## src/rtl/sio_pkg.sv

```systemverilog
`timescale 1ns/1ps
package sio_pkg;
    typedef enum logic [1:0] {
        ST_IDLE      = 2'd0,
        ST_WAIT_FALL = 2'd1,
        ST_WAIT_RISE = 2'd2
    } sio_state_t;

    typedef struct packed {
        logic master;
        logic lsb_first;
        logic wide;
    } sio_mode_t;
endpackage

```

## src/rtl/sio_mclk.sv

```systemverilog
`timescale 1ns/1ps
// Master serial clock: half period of 2^div system clocks, idles high.
module sio_mclk #(
    parameter int DIV_W = 2
) (
    input  logic             clk,
    input  logic             rst_n,
    input  logic             en,
    input  logic [DIV_W-1:0] div,
    output logic             sck,
    output logic             fall_evt,
    output logic             rise_evt
);
    localparam int HCNT_W = (1 << DIV_W) - 1;

    logic [HCNT_W-1:0] cnt;
    logic [HCNT_W:0]   half_n;
    logic [HCNT_W-1:0] limit;
    logic              tick;

    assign half_n   = {{HCNT_W{1'b0}}, 1'b1} << div;
    assign limit    = HCNT_W'(half_n - 1'b1);
    assign tick     = en && (cnt == limit);
    assign fall_evt = tick && sck;
    assign rise_evt = tick && !sck;

    always_ff @(posedge clk or negedge rst_n) begin
        if (!rst_n) begin
            cnt <= '0;
            sck <= 1'b1;
        end else if (!en) begin
            cnt <= '0;
            sck <= 1'b1;
        end else if (tick) begin
            cnt <= '0;
            sck <= ~sck;
        end else begin
            cnt <= cnt + 1'b1;
        end
    end
endmodule

```

## src/rtl/sio_sync.sv

```systemverilog
`timescale 1ns/1ps
// Synchronises an external clock pin and flags its edges.
module sio_sync #(
    parameter int STAGES = 2
) (
    input  logic clk,
    input  logic rst_n,
    input  logic pin,
    output logic fall,
    output logic rise
);
    logic [STAGES:0] chain;

    always_ff @(posedge clk or negedge rst_n) begin
        if (!rst_n) chain <= '1;
        else        chain <= {chain[STAGES-1:0], pin};
    end

    assign fall = chain[STAGES] & ~chain[STAGES-1];
    assign rise = ~chain[STAGES] & chain[STAGES-1];
endmodule

```

## src/rtl/sio_port.sv

```systemverilog
`timescale 1ns/1ps
module sio_port
    import sio_pkg::*;
#(
    parameter int DATA_W   = 16,
    parameter int NARROW_W = 8,
    parameter int DIV_W    = 2,
    parameter int SYNC_N   = 2
) (
    input  logic              clk,
    input  logic              rst_n,
    input  logic              cfg_master,
    input  logic              cfg_lsb_first,
    input  logic              cfg_wide,
    input  logic [DIV_W-1:0]  cfg_div,
    input  logic [DATA_W-1:0] tx_data,
    input  logic              start,
    output logic [DATA_W-1:0] rx_data,
    output logic              busy,
    output logic              done_irq,
    output logic              sck_o,
    output logic              sck_oe,
    input  logic              sck_i,
    input  logic              sin,
    output logic              sout
);
    localparam int IDX_W = $clog2(DATA_W);
    localparam logic [IDX_W-1:0]  LAST_WIDE   = IDX_W'(DATA_W - 1);
    localparam logic [IDX_W-1:0]  LAST_NARROW = IDX_W'(NARROW_W - 1);
    localparam logic [DATA_W-1:0] NARROW_MASK =
        {{(DATA_W - NARROW_W){1'b0}}, {NARROW_W{1'b1}}};

    sio_state_t        state, nxt;
    sio_mode_t         mode_q;
    logic [DIV_W-1:0]  div_q;
    logic [DATA_W-1:0] tx_q, rx_sh, rx_q, rx_next;
    logic [IDX_W-1:0]  bidx, last_idx, pos;
    logic              sout_q, done_q;
    logic              m_sck, m_fall, m_rise, s_fall, s_rise;
    logic              fall_evt, rise_evt, start_acc, last_bit;

    sio_mclk #(.DIV_W(DIV_W)) u_mclk (
        .clk      (clk),
        .rst_n    (rst_n),
        .en       (busy && mode_q.master),
        .div      (div_q),
        .sck      (m_sck),
        .fall_evt (m_fall),
        .rise_evt (m_rise)
    );

    sio_sync #(.STAGES(SYNC_N)) u_sync (
        .clk   (clk),
        .rst_n (rst_n),
        .pin   (sck_i),
        .fall  (s_fall),
        .rise  (s_rise)
    );

    assign busy      = (state != ST_IDLE);
    assign start_acc = (state == ST_IDLE) && start;
    assign fall_evt  = mode_q.master ? m_fall : s_fall;
    assign rise_evt  = mode_q.master ? m_rise : s_rise;
    assign last_idx  = mode_q.wide ? LAST_WIDE : LAST_NARROW;
    assign pos       = mode_q.lsb_first ? bidx : (last_idx - bidx);
    assign last_bit  = (bidx == last_idx);

    always_comb begin
        rx_next      = rx_sh;
        rx_next[pos] = sin;
    end

    // State register
    always_ff @(posedge clk or negedge rst_n) begin
        if (!rst_n) state <= ST_IDLE;
        else        state <= nxt;
    end

    // Next state
    always_comb begin
        nxt = state;
        unique case (state)
            ST_IDLE:      if (start)    nxt = ST_WAIT_FALL;
            ST_WAIT_FALL: if (fall_evt) nxt = ST_WAIT_RISE;
            ST_WAIT_RISE: if (rise_evt) nxt = last_bit ? ST_IDLE : ST_WAIT_FALL;
            default:                    nxt = ST_IDLE;
        endcase
    end

    // Outputs and datapath
    always_ff @(posedge clk or negedge rst_n) begin
        if (!rst_n) begin
            mode_q <= '0;
            div_q  <= '0;
            tx_q   <= '0;
            rx_sh  <= '0;
            rx_q   <= '0;
            bidx   <= '0;
            sout_q <= 1'b1;
            done_q <= 1'b0;
        end else begin
            done_q <= 1'b0;
            unique case (state)
                ST_IDLE: begin
                    if (start_acc) begin
                        mode_q <= '{master: cfg_master, lsb_first: cfg_lsb_first,
                                    wide: cfg_wide};
                        div_q  <= cfg_div;
                        tx_q   <= cfg_wide ? tx_data : (tx_data & NARROW_MASK);
                        rx_sh  <= '0;
                        bidx   <= '0;
                    end
                end
                ST_WAIT_FALL: begin
                    if (fall_evt) sout_q <= tx_q[pos];
                end
                ST_WAIT_RISE: begin
                    if (rise_evt) begin
                        rx_sh <= rx_next;
                        if (last_bit) begin
                            rx_q   <= rx_next;
                            done_q <= 1'b1;
                            sout_q <= 1'b1;
                        end else begin
                            bidx <= bidx + 1'b1;
                        end
                    end
                end
                default: ;
            endcase
        end
    end

    assign rx_data  = rx_q;
    assign done_irq = done_q;
    assign sout     = sout_q;
    assign sck_o    = m_sck;
    assign sck_oe   = busy ? mode_q.master : cfg_master;
endmodule

```

## config.mk

```make
export PLATFORM = sky130hd
export DESIGN_NAME = sio_port
export DESIGN_NICKNAME = d
export VERILOG_FILES = /design/src/rtl/sio_pkg.sv /design/src/rtl/sio_mclk.sv /design/src/rtl/sio_sync.sv /design/src/rtl/sio_port.sv
export SDC_FILE = /design/constraint.sdc
export NUM_CORES = 1
export LEC_CHECK = 0
export BUFFER_PORTS_ARGS = -buffer_cell sky130_fd_sc_hd__buf_2
export CAP_MARGIN = 10
export CORE_ASPECT_RATIO = 0.9
export CORE_UTILIZATION = 54
export CTS_BUF_LIST = sky130_fd_sc_hd__clkbuf_4 sky130_fd_sc_hd__clkbuf_8
export DETAILED_ROUTE_END_ITERATION = 7
export PLACE_DENSITY = 0.85
export SETUP_SLACK_MARGIN = 0.15
export SLEW_MARGIN = 20
export SYNTH_ARGS = -nofsm -noshare
export SYNTH_HDL_FRONTEND = slang
export SYNTH_SLANG_ARGS = --single-unit
```

## constraint.sdc

```tcl
create_clock -name clk -period 2.19 [get_ports clk]
set_clock_uncertainty 0.2 [all_clocks]
set_input_delay 0.219 -clock clk [delete_from_list [all_inputs] [get_ports clk]]
set_output_delay 0.219 -clock clk [all_outputs]
set_load 0.01 [all_outputs]
```

==> run_results.csv, run 1 <==
group,metric,value,unit
status,status,"complete, but fails checks",
status,violations,"negative setup slack",
setup_path,r2r_start,"bidx[3]",
setup_path,cp_slowest_stage_delay,0.48,ns
flow_run,max-cap-violations,0,
placed_design,port_buffers,46,
layout,fin_util,80.7,%
sta,hold_viol,0,
floorplan,rows,28,
synth,synth.yosys.warnings,0,
synth,synth_edf_count,0,
global_route,grt_overflow,0,
clocking,clk_pin_slew,0.08,ns
sta,min_period,2.34,ns
setup_path,r2r_slack,-0.15,ns
sta,tightest_slew,0.543,ns
sta,layout_setup_ws,-0.149,ns
global_route,grt_pass1_wl,17400,um
synth,synth_ff_type,"dfrtp_1",
detailed_routing,via_count,3766,
setup_path,crit_path_cell_trace,"nor4bb_2 > a211o_1 > nand2_1 > mux2_1 > mux2_1",
placed_design,globalplace.congestion,0.867,
global_route,antenna_found_initial,0,
floorplan,fp.dieW,90.7,um
detailed_routing,wl_per_cell,20.0,um
worst_hold_path,hold_class,"input port to asynchronous set/reset pin",
setup_path,critPathRequiredTime,2.24,ns
layout,num-nets-final,534,
setup_path,arrival,2.39,ns
global_route,grt_start_max_net_pins,51,
setup_path,cp-startpoint,"bidx[3]",
synth,syn_nets,419,
detailed_routing,drt-total-wl,12000,um
setup_path,crit_type,"flip-flop to flip-flop",
floorplan,initial_utilization,57.1,%
floorplan,core,0.00669,mm^2
clocking,htree_levels,3,
clocking,cts_tree,"done",
pwr,powerDensity,1060,mW/mm^2
detailed_routing,viasPerCell,6.27,
sta,fmax,428,MHz
setup_path,crit_family,"simple AND/OR/NAND/NOR gates",
placed_design,dp_slack,-0.138,ns
global_route,grt_use_total,30.7,%
sta,period_share,107,%
clocking,clock-sinks,68,
placed_design,dp_hpwl,6600,um
synth,yosysSeqAreaShare,44.7,%
layout,fill_cells,380,
synth,syn-cell-area,0.00382,mm^2
clocking,clkLatencyLatePin,0.36,ns
sta,slew_headroom,63.5,%
detailed_routing,detail-route-antenna-nets,0,
setup_path,path_buf_inv,0,
sta,setup_viol,16,
pwr,max-vdd-ir-drop,0.694,mV
detailed_routing,drtPass1Iterations,5,
sta,rsz0062_at_grt,"true",
synth,yosysUniqueCellTypes,65,
layout,drive_gt1_share,42.9,%
layout,areaGrowthSynthToFinish,41.4,%
setup_path,worstRegToRegCells,5,
layout,diodes,0,
setup_path,path_max_fanout,6,
detailed_routing,route.detailed.drc,0,
setup_path,crit_top_cell,"mux2_1",
sta,drv_slew,0,
setup_path,start_kind,"flip-flop",
global_route,grt_pass1_vias,3591,
synth,synth-async-reset-ratio,100,%
setup_path,r2r-end,"rx_data[9]",
setup_path,cp_slowest_cell,"dfrtp_2",
floorplan,die_height,81.8,um
sta,whs,0.137,ns
clocking,cts_buffers,9,
synth,syn_avg_cell_area,9.77,um^2
synth,synth-seq-cells,68,
floorplan,io_pins,47,
setup_path,endpoint_kind,"flip-flop",
pwr,p_leak,2.50,nW
detailed_routing,first_iter_violations,336,
clocking,root_buffer,"clkbuf_8",
synth,postSynthCellCount,391,
floorplan,die_area,0.00742,mm^2
clocking,cts.path.max_buffers,2,
[registers in the layout, summed over array words and instances (netlist names), 2 cells and up]
signal and count:
u_sync.chain 3, rx_sh 16, bidx 4, tx_q 16
rx_data 16, u_mclk.cnt 3, mode_q 3, state 2
div_q 2
[synthesized netlist by cell type (3+ instances only)]
cell	count	area (um^2)
nand2_1	69	259
dfrtp_1	63	1580
o22ai_1	27	169
mux2_2	19	214
inv_1	17	63.8
a22oi_1	16	120
mux2_1	16	180
nand3_1	13	65.1
buf_2	10	50.1
clkbuf_1	10	37.5
o21ai_0	10	50.1
nor2b_1	9	56.3
a22o_1	8	70.1
mux2i_1	8	80.1
nor2_1	8	30.0
nand2b_1	7	43.8
dfstp_2	5	131
a21oi_1	4	20.0
o31ai_1	4	30.0
a21boi_0	3	22.5
and2_1	3	18.8
and3_1	3	18.8
buf_1	3	11.3
nor3_1	3	15.0
o21ai_1	3	15.0
[repair_timing]
item / in CTS / in global routing
hold buffers: 23 / 0
endpoints found under the hold margin: 40 / 0
buffers inserted: 10 / 8
cloned: 0 / 1
pin swaps: 13 / 15
resized for setup: 57 / 30
endpoints found under the setup margin: 47 / 38
[metrics by stage]
stage / area (um^2) / std cells / TNS (ns) / total power, W
after floorplan: 3860 / 391 / 0 / 0.00313
after global placement: 4430 / 543 / -0.201 / 0.00372
after detailed placement: 4430 / 543 / -1.16 / 0.00384
after CTS: 5230 / 592 / 0 / 0.00541
after global routing: 5400 / 601 / -2.38 / 0.00600
final: 5400 / 601 / -0.911 / 0.00574
[cell usage in the layout (no fill, tap or decap), types with 8 or more instances in the layout]
cell,count
dfrtp_1,52
mux2_1,14
mux2i_1,8
a22oi_2,8
a22o_1,8
dlygate4sd3_1,23
o22ai_2,15
inv_1,17
mux2_2,17
buf_4,46
dfrtp_2,11
o21ai_0,10
buf_2,46
buf_6,10
nand2_1,67
o22ai_1,12
clkbuf_8,9
nand3_1,11
a22oi_1,8
[cell type report]
type,count,area [um^2],share of cell area [%]
Clock buffer,9,124,2.29
Tap cell,90,113,2.08
Timing Repair Buffer,129,998,18.5
Sequential cell,68,1720,31.9
Clock inverter,7,115,2.13
Multi-Input combinational cell,281,2270,42.0
Inverter,17,63.8,1.18
[logic make-up after synthesis]
| logic type | Yosys count | share of synthesized area, % |
|---|---|---|
| adder cells (fa/ha/maj) | 2 | 0.655 |
| buffers and inverters | 42 | 4.75 |
| multiplexers | 44 | 13.0 |
| XOR/XNOR | 3 | 0.688 |
| AO/OA/AOI/OAI | 93 | 17.6 |
| flip-flops | 68 | 44.7 |
| AND/OR/NAND/NOR | 139 | 18.7 |
[report_power, final]
group,switching (W),internal (W)
sequential,0.000321,0.00154
clock,0.000512,0.000751
combinational,0.00139,0.00122
[worst max-delay path by stage]
stage,slack (ns),endpoint,cells after the start
floorplan,0.008,rx_data[12],6
global placement,-0.05,rx_data[7],5
detailed placement,-0.14,rx_data[1],5
CTS,0.009,rx_data[11],6
global route,-0.24,rx_data[9],5
finish,-0.15,rx_data[9],5
[layer usage]
layer	share of wire (%)	global-route usage, %	wire length (um)	vias to the layer above
li1	-	-	-	1641
met1	40	37.0	4750	1856
met2	50	54.2	5990	209
met3	6.6	7.87	792	60
met4	4.0	11.0	480	0
met5	0	0	0	-
(Power assumes the default switching activity.)
==> run 2, diff against run 1 <==
Settings changed: RECOVER_POWER set to 100.
==> run_results.csv, run 2 (synthesized netlist as in run 1, its figures left out) <==
group,metric,value,unit
status,status,"complete, but fails checks",
status,violations,"negative setup slack",
detailed_routing,wl_per_cell,20.0,um
layout,diodes,0,
floorplan,initial_utilization,57.1,%
layout,finalNonFillerCells,601,
placed_design,globalplace.congestion,0.867,
detailed_routing,route.detailed.drc,0,
floorplan,rows,28,
sta,layout_setup_ws,-0.171,ns
sta,hold_viol,0,
setup_path,r2r_start,"bidx[3]",
detailed_routing,drtPass1Iterations,7,
sta,rsz0062_at_grt,"true",
placed_design,port_buffers,46,
sta,fmax,424,MHz
detailed_routing,wl_met2,5940,um
setup_path,endpoint_kind,"flip-flop",
detailed_routing,drt-total-wl,12000,um
setup_path,path_max_fanout,6,
pwr,max-vdd-ir-drop,0.688,mV
placed_design,dp_hpwl,6600,um
setup_path,cp_slowest_cell,"dfrtp_2",
detailed_routing,first_iter_violations,345,
sta,period_share,108,%
setup_path,critPathRequiredTime,2.24,ns
sta,setup_viol,17,
floorplan,die_height,81.8,um
detailed_routing,viasPerCell,6.25,
layout,mostFrequentLayoutCell,"nand2_1",
clocking,cts.path.max_buffers,2,
detailed_routing,met3_length,753,um
setup_path,cp_slowest_stage_delay,0.48,ns
global_route,grt_pass1_vias,3591,
setup_path,cp-startpoint,"bidx[3]",
setup_path,crit_top_cell,"mux2_1",
sta,tightest_slew,1.07,ns
pwr,p_leak,2.41,nW
global_route,grt_overflow,0,
setup_path,r2r_slack,-0.17,ns
clocking,clk_pin_slew,0.08,ns
layout,drive_gt1_share,38.6,%
setup_path,cp.depth,5,
setup_path,arrival,2.41,ns
setup_path,crit_family,"simple AND/OR/NAND/NOR gates",
placed_design,placedCellCount,543,
clocking,cts_buffers,9,
clocking,htree_levels,3,
sta,drv_slew,0,
layout,areaGrowthSynthToFinish,40.1,%
detailed_routing,met1_length,4820,um
sta,min_period,2.36,ns
layout,layout_common_cells,"nand2_1 (67), dfrtp_1 (52), buf_4 (43)",
setup_path,crit_path_cell_trace,"nor4bb_2 > a211o_1 > nand2_1 > mux2_1 > mux2_1",
floorplan,fp.dieW,90.7,um
setup_path,crit_end,"rx_data[9]",
floorplan,io_pins,47,
detailed_routing,detail-route-antenna-nets,0,
setup_path,r2r-end,"rx_data[9]",
setup_path,worstRegToRegCells,5,
setup_path,start_kind,"flip-flop",
detailed_routing,top_layer_used,"met4",
global_route,grt_use_total,30.7,%
detailed_routing,via_count,3757,
floorplan,die_area,0.00742,mm^2
global_route,grt_pass1_wl,17400,um
pwr,powerDensity,1060,mW/mm^2
global_route,antenna_found_initial,0,
sta,slew_headroom,28.4,%
sta,tns,-0.944,ns
setup_path,crit_type,"flip-flop to flip-flop",
clocking,clkLatencyLatePin,0.37,ns
layout,num-nets-final,534,
clocking,clock-sinks,68,
worst_hold_path,hold_class,"input port to flip-flop",
flow_run,max-cap-violations,0,
clocking,root_buffer,"clkbuf_8",
global_route,grt_start_max_net_pins,51,
floorplan,core,0.00669,mm^2
setup_path,path_buf_inv,0,
clocking,cts_tree,"done",
run 2: stage by stage:
step	total power (W)	utilization, %	cell area [um^2]	hold slack [ns]	setup WS [ns]
3_5_place_dp	0.00384	66.2	4430	-0.00589	-0.138
6_report	0.00570	80.0	5350	0.165	-0.171
3_3_place_gp	0.00372	66.2	4430	-0.0165	-0.0466
5_1_grt	0.00597	80.0	5350	0.175	-0.236
2_1_floorplan	0.00313	-	3860	-0.277	0.00759
4_1_cts	0.00541	78.2	5230	0.151	0.00864
run 2: how the worst min path moves through the flow:
stage | start | end | cells past startpoint
finish | sin | rx_sh[14] | 3
global route | sin | rx_sh[9] | 3
CTS | rst_n | tx_q[5] | 2
detailed placement | rst_n | tx_q[1] | 1
global placement | rst_n | tx_q[0] | 1
floorplan | rst_n | bidx[0] | 0
run 2: power by group:
part           switching [W]  internal [W]
Clock               0.000515      0.000751
Sequential          0.000319       0.00154
Combinational        0.00137       0.00120
Total                0.00221       0.00350
run 2: worst register-to-register path: cells and delay by family (launching register included):
kind | cells | cell delay (ns)
AOI/OAI and AO/OA | 1 | 0.28
DFF | 1 | 0.48
muxes | 2 | 0.64
and+or+nand+nor | 2 | 0.65
run 2: metal layers:
| layer | vias to the layer above | global-route usage (%) |
|---|---|---|
| li1 | 1643 | - |
| met2 | 214 | 54.2 |
| met5 | - | 0 |
| met3 | 63 | 7.87 |
| met1 | 1837 | 37.0 |
| met4 | 0 | 11.0 |
run 2: timing repair:
item | 4_1_cts | 5_1_grt
setup endpoints to repair | 47 | 38
endpoints found under the hold margin | 40 | 0
pin swaps | 13 | 15
buffers inserted | 10 | 8
gates resized for setup | 57 | 30
cloned | 0 | 1
hold buffers | 23 | 0
run 2: cell type report:
type                    instances  area, um^2
multi-input cells             281        2260
flip-flops and latches         68        1720
fillers                       395        1340
clock buffers                   9         124
clock inverters                 7         115
repair buffers                129         956
inverters                      17        63.8
well taps                      90         113
